`src/rtl/ctlin_pkg.sv`:
```
package ctlin_pkg;
    localparam int CTLIN_DEPTH  = 8;
    localparam int CTLIN_DATA_W = 8;
endpackage

```
`src/rtl/ctlin_bytes.sv`:
```
module ctlin_bytes #(
    parameter int DEPTH  = ctlin_pkg::CTLIN_DEPTH,
    parameter int DATA_W = ctlin_pkg::CTLIN_DATA_W,
    localparam int AW    = (DEPTH > 1) ? $clog2(DEPTH) : 1
) (
    input  logic              clk,
    input  logic              we,
    input  logic [AW-1:0]     waddr,
    input  logic [DATA_W-1:0] wdata,
    input  logic [AW-1:0]     raddr,
    output logic [DATA_W-1:0] rdata
);
    logic [DATA_W-1:0] mem_q [DEPTH];

    always_ff @(posedge clk) begin
        if (we) mem_q[waddr] <= wdata;
    end

    assign rdata = mem_q[raddr];
endmodule

```
`src/rtl/ctlin_seq.sv`:
```
module ctlin_seq #(
    parameter int DEPTH = ctlin_pkg::CTLIN_DEPTH,
    localparam int AW   = (DEPTH > 1) ? $clog2(DEPTH) : 1,
    localparam int PW   = $clog2(DEPTH + 1)
) (
    input  logic          clk,
    input  logic          rst_n,
    input  logic          cpu_wr_en,
    input  logic          pkt_commit,
    input  logic          buf_clear,
    input  logic          flag_clr,
    input  logic          tx_rd,
    input  logic          tx_retry,
    input  logic          tx_ack,
    output logic          mem_we,
    output logic [AW-1:0] mem_waddr,
    output logic [AW-1:0] mem_raddr,
    output logic          armed,
    output logic          valid,
    output logic [PW-1:0] len,
    output logic          done,
    output logic          ovf
);
    localparam logic [PW-1:0] FULL = PW'(DEPTH);

    typedef struct packed {
        logic [PW-1:0] wr;
        logic [PW-1:0] rd;
        logic [PW-1:0] len;
        logic          armed;
        logic          done;
        logic          ovf;
    } seq_t;

    seq_t st_d, st_q;
    logic ack_ok;
    logic wr_ok;

    always_comb begin
        st_d   = st_q;
        wr_ok  = 1'b0;
        ack_ok = tx_ack && st_q.armed && !buf_clear;
        if (buf_clear) begin
            st_d.wr    = '0;
            st_d.rd    = '0;
            st_d.len   = '0;
            st_d.armed = 1'b0;
            st_d.ovf   = 1'b0;
        end else if (st_q.armed) begin
            if (tx_ack) begin
                st_d.wr    = '0;
                st_d.rd    = '0;
                st_d.len   = '0;
                st_d.armed = 1'b0;
            end else if (tx_retry) begin
                st_d.rd = '0;
            end else if (tx_rd && (st_q.rd < st_q.len)) begin
                st_d.rd = st_q.rd + 1'b1;
            end
        end else begin
            if (pkt_commit) begin
                st_d.armed = 1'b1;
                st_d.len   = st_q.wr;
                st_d.rd    = '0;
            end else if (cpu_wr_en) begin
                if (st_q.wr < FULL) begin
                    wr_ok   = 1'b1;
                    st_d.wr = st_q.wr + 1'b1;
                end else begin
                    st_d.ovf = 1'b1;
                end
            end
        end
        if (ack_ok)        st_d.done = 1'b1;
        else if (flag_clr) st_d.done = 1'b0;
    end

    always_ff @(posedge clk or negedge rst_n) begin
        if (!rst_n) st_q <= '0;
        else        st_q <= st_d;
    end

    assign mem_we    = wr_ok;
    assign mem_waddr = st_q.wr[AW-1:0];
    assign mem_raddr = st_q.rd[AW-1:0];
    assign armed     = st_q.armed;
    assign valid     = st_q.armed && (st_q.rd < st_q.len);
    assign len       = st_q.len;
    assign done      = st_q.done;
    assign ovf       = st_q.ovf;

    AST_WR_BOUND: assert property (@(posedge clk) disable iff (!rst_n)
        st_q.wr <= FULL);
    AST_RD_BOUND: assert property (@(posedge clk) disable iff (!rst_n)
        st_q.rd <= st_q.len);
    AST_ARMED_FROZEN: assert property (@(posedge clk) disable iff (!rst_n)
        (st_q.armed && !buf_clear && !tx_ack) |=> $stable(st_q.wr));
    AST_CLEAR_EMPTY: assert property (@(posedge clk) disable iff (!rst_n)
        buf_clear |=> (!st_q.armed && st_q.wr == '0 && st_q.rd == '0));
    AST_RETRY_REWIND: assert property (@(posedge clk) disable iff (!rst_n)
        (st_q.armed && tx_retry && !tx_ack && !buf_clear) |=> st_q.rd == '0);
    AST_OVF_STICKY: assert property (@(posedge clk) disable iff (!rst_n)
        (st_q.ovf && !buf_clear) |=> st_q.ovf);
    AST_DONE_CAUSE: assert property (@(posedge clk) disable iff (!rst_n)
        $rose(st_q.done) |-> $past(tx_ack && st_q.armed && !buf_clear));
endmodule

```
`src/rtl/ctlin_txbuf.sv`:
```
module ctlin_txbuf #(
    parameter int DEPTH  = ctlin_pkg::CTLIN_DEPTH,
    parameter int DATA_W = ctlin_pkg::CTLIN_DATA_W,
    localparam int AW    = (DEPTH > 1) ? $clog2(DEPTH) : 1,
    localparam int PW    = $clog2(DEPTH + 1)
) (
    input  logic              clk,
    input  logic              rst_n,
    input  logic              cpu_wr_en,
    input  logic [DATA_W-1:0] cpu_wr_data,
    input  logic              pkt_commit,
    input  logic              buf_clear,
    input  logic              flag_clr,
    input  logic              irq_en,
    input  logic              tx_rd,
    input  logic              tx_retry,
    input  logic              tx_ack,
    output logic [DATA_W-1:0] tx_data,
    output logic              tx_valid,
    output logic [PW-1:0]     tx_len,
    output logic              pkt_armed,
    output logic              done_flag,
    output logic              ovf_flag,
    output logic              irq
);
    logic          mem_we;
    logic [AW-1:0] mem_waddr;
    logic [AW-1:0] mem_raddr;

    ctlin_seq #(.DEPTH(DEPTH)) seq_i (
        .clk(clk), .rst_n(rst_n),
        .cpu_wr_en(cpu_wr_en), .pkt_commit(pkt_commit),
        .buf_clear(buf_clear), .flag_clr(flag_clr),
        .tx_rd(tx_rd), .tx_retry(tx_retry), .tx_ack(tx_ack),
        .mem_we(mem_we), .mem_waddr(mem_waddr), .mem_raddr(mem_raddr),
        .armed(pkt_armed), .valid(tx_valid), .len(tx_len),
        .done(done_flag), .ovf(ovf_flag)
    );

    ctlin_bytes #(.DEPTH(DEPTH), .DATA_W(DATA_W)) bytes_i (
        .clk(clk), .we(mem_we), .waddr(mem_waddr), .wdata(cpu_wr_data),
        .raddr(mem_raddr), .rdata(tx_data)
    );

    assign irq = done_flag & irq_en;

    AST_IRQ_QUIET: assert property (@(posedge clk) disable iff (!rst_n)
        !done_flag |-> !irq);
    AST_VALID_ARMED: assert property (@(posedge clk) disable iff (!rst_n)
        tx_valid |-> pkt_armed);
endmodule

```
`config.mk`:
```
export PLATFORM = sky130hd
export DESIGN_NAME = ctlin_txbuf
export DESIGN_NICKNAME = d
export VERILOG_FILES = /design/src/rtl/ctlin_pkg.sv /design/src/rtl/ctlin_bytes.sv /design/src/rtl/ctlin_seq.sv /design/src/rtl/ctlin_txbuf.sv
export SDC_FILE = /design/constraint.sdc
export NUM_CORES = 1
export LEC_CHECK = 0
export ABC_AREA = 1
export BUFFER_PORTS_ARGS = -buffer_cell sky130_fd_sc_hd__buf_2
export CAP_MARGIN = 20
export CORE_ASPECT_RATIO = 1.4
export CORE_MARGIN = 2
export CORE_UTILIZATION = 55
export CTS_BUF_LIST = sky130_fd_sc_hd__clkbuf_8
export CTS_CLUSTER_DIAMETER = 30
export DETAILED_ROUTE_END_ITERATION = 8
export PLACE_DENSITY_LB_ADDON = 0.05
export SYNTH_ARGS = -nofsm -noshare
export SYNTH_HDL_FRONTEND = slang
export SYNTH_SLANG_ARGS = --single-unit
```
`constraint.sdc`:
```
create_clock -name clk -period 2.08 [get_ports clk]
set_input_delay 0.208 -clock clk [delete_from_list [all_inputs] [get_ports clk]]
set_output_delay 0.208 -clock clk [all_outputs]
set_load 0.005 [all_outputs]
```
==> metrics <==
initial antenna violation count 0; Antenna Nets Post-Route 0; critical path class flop to primary output; DRC 0; placed cells around 410; Pwr Total roughly 0.0030 W; layout cells sized above 1 roughly 23%; Die Wd 70.85 µm; vias in the first global route ~2300; drt first-iter violations about 220; CTS tree built; Clock Path Buffers 2; TritonCTS Buffers 9; RSZ-0062 raised after global routing no; Synth Cell Area about 3400 µm²; Tmin final roughly 1900 ps; largest net degree at the start of global routing 34; final HPWL from detailed placement between 5 and 6 mm; Fill cells around 520; Yosys top cell by area edfxtp_1; site row count 34; most common cell after layout, fill and taps aside edfxtp_1; final hold vios 0; Root Buffer clkbuf_8; first-pass GRT wire length 11.51 mm; maxcap violations 0; Ys Warns 0; GRT Overall Usage 22.39%; Critical Path Most Common Cell nand2_1; cells after synthesis 302; sequential share of power 57.9%; Finished Layout Cells 423; Area contributors post-synth edfxtp_1 56%, dfrtp_1 11%, nand2_1 5.3%; number of I/O pins 35; Max Fclk roughly 0.53 GHz; Final Routed Wirelength roughly 7.2 mm; CP peak stage delay approximately 470 ps; Die Y ~100 µm; post-route setup TNS 0 ps; PD cells approximately 770 nW/µm²; Core Box Area 6126 µm²; Final setup viols 0; PortBufs 34; via count 2308; Sinks on Clock Net 79; drt via density approximately 5.5; sequential area share after synthesis roughly two thirds; switching power ~0.00066 W; Initial Util between 50% and 60%; Mapped Nets between 300 and 400; combinational fraction of design power 5.2%; worst-path maximum fanout 8; worst relative slew slack 75.78%; Skew-Pair Late Insertion Delay roughly 340 ps; mean area per synthesized cell about 11 µm²; flops & latches, synth 79; Worst-path clk slew ~80 ps; Internal ~0.0023 W; CP delay by family, top flip-flops; placer congestion estimate between 0.7 and 0.8; Max H-tree Level 3; clock power share between 30% and 40%; Hold Crit Class input pin to flop; most frequent cells in the layout 64 x edfxtp_1, 49 x nand2_1, 39 x nor2_1; Pins Over Slew Limit 0; static leakage 1.577 nW; CP required between 1500 and 2000 ps; Final #Nets between 300 and 400; CP max stage cell dfrtp_1; Startpoint Class flop; crit share post-route between 90 and 100%; worst path bufs/invs 2; postcts setup bufs 0; diodes inserted 0; Die Area 6913 µm²; Area Growth Syn to Fin 13.49%; Peak VDD IR around 460 µV; Slew @ Worst Pin approximately 360 ps; top cell type's share of synthesized area between 50 and 60%; critical path, cell by cell buf_4 > ha_1 > nand2_1 > nand2_1 > nand2_2 > and2_1 > buf_2; drt wl/cell roughly 17 µm; CP arrival 1680 ps; CP endpoint kind primary output; gr ovfl total 0; DR pass1 iterations 4; unique cell type count in the Yosys netlist 29; clock skew ~11 ps; status finished clean; Sw Share around 22%
-- Yosys cell counts, drive strengths merged --
library cell / instances
o21ai: 37
inv: 24
clkbuf: 1
nor3: 8
dfrtp: 15
nand4: 1
ha: 5
a21oi: 2
nand2: 55
and2: 1
clkinv: 1
buf: 14
o22ai: 21
xnor2: 1
nor2: 41
edfxtp: 64
nor3b: 1
nand3: 10
-- kinds of logic (layout without fill, tap and decap cells) --
group	count (synthesis)	in the layout	synth area share, %
AOI/OAI and AO/OA	60	60	9.491
xor gates and xnor gates	1	1	0.2546
adders and majority gates	5	5	1.818
buffers and inverters	40	89	5.854
DFF	79	79	66.76
and+or+nand+nor	117	117	15.82
-- metal layers --
metal | wire length, µm | global-route usage, %
met1 | 2884 | 29.43
met5 | 0 | 0
met4 | 135 | 8.563
met3 | 399 | 4.357
met2 | 3817 | 36.66
-- path summary, 6_finish.rpt --
path	end	start	cells past startpoint	slack (ps)
min reg2reg	seq_i.ovf	seq_i.ovf	2	540
max reg2reg	bytes_i.mem_q[5][0]	seq_i.armed	6	490
max in group asynchronous	seq_i.mem_waddr[1]	rst_n	2	1500
min	seq_i.done	flag_clr	2	50
min in group asynchronous	seq_i.st_q[10]	rst_n	2	310
max	tx_valid	seq_i.mem_raddr[1]	7	200
-- sequential cells by signal (all words and copies together), names as in the netlist --
register / cells
seq_i.done: 1
seq_i.st_q: 2
seq_i.ovf: 1
bytes_i.mem_q: 64
seq_i.len: 4
seq_i.armed: 1
seq_i.mem_waddr: 3
seq_i.mem_raddr: 3
-- power by group through the flow --
stage / Combinational (W) / Sequential, W / Clock, W
global placement: 0.000156 / 0.00177 / 0
floorplan: 0.0000831 / 0.00177 / 0
global route: 0.000174 / 0.00174 / 0.00119
finish: 0.000156 / 0.00174 / 0.00110
CTS: 0.000159 / 0.00174 / 0.00112
detailed placement: 0.000157 / 0.00177 / 0
-- stage by stage --
stage	hold WS, ps	cell area [µm²]	utilization [%]	worst slack, ps
6_report	53.91	3905	63.75	195.4
5_1_grt	56.10	3905	63.75	63.20
4_1_cts	46.42	3905	63.75	124.0
3_5_place_dp	144.5	3697	60.36	483.5
3_3_place_gp	139.5	3697	60.36	519.4
2_1_floorplan	-87.59	3441	-	229.3
-- area by class of cell --
cell class | instances | area (µm²) | share of cell area (%)
clock buffer | 9 | 123.9 | 3.172
clock inverter | 7 | 73.82 | 1.890
inverter | 25 | 100.1 | 2.563
multi-input combinational | 183 | 942.2 | 24.13
sequential | 79 | 2297 | 58.83
tap | 72 | 90.09 | 2.307
timing repair buffer | 48 | 277.8 | 7.113
-- repair_timing --
action | CTS | global route
hold buffers | 1 | 0
resized for setup | 0 | 0
hold endpoints to repair | 15 | 0
Power figures use the tool's default switching activity.
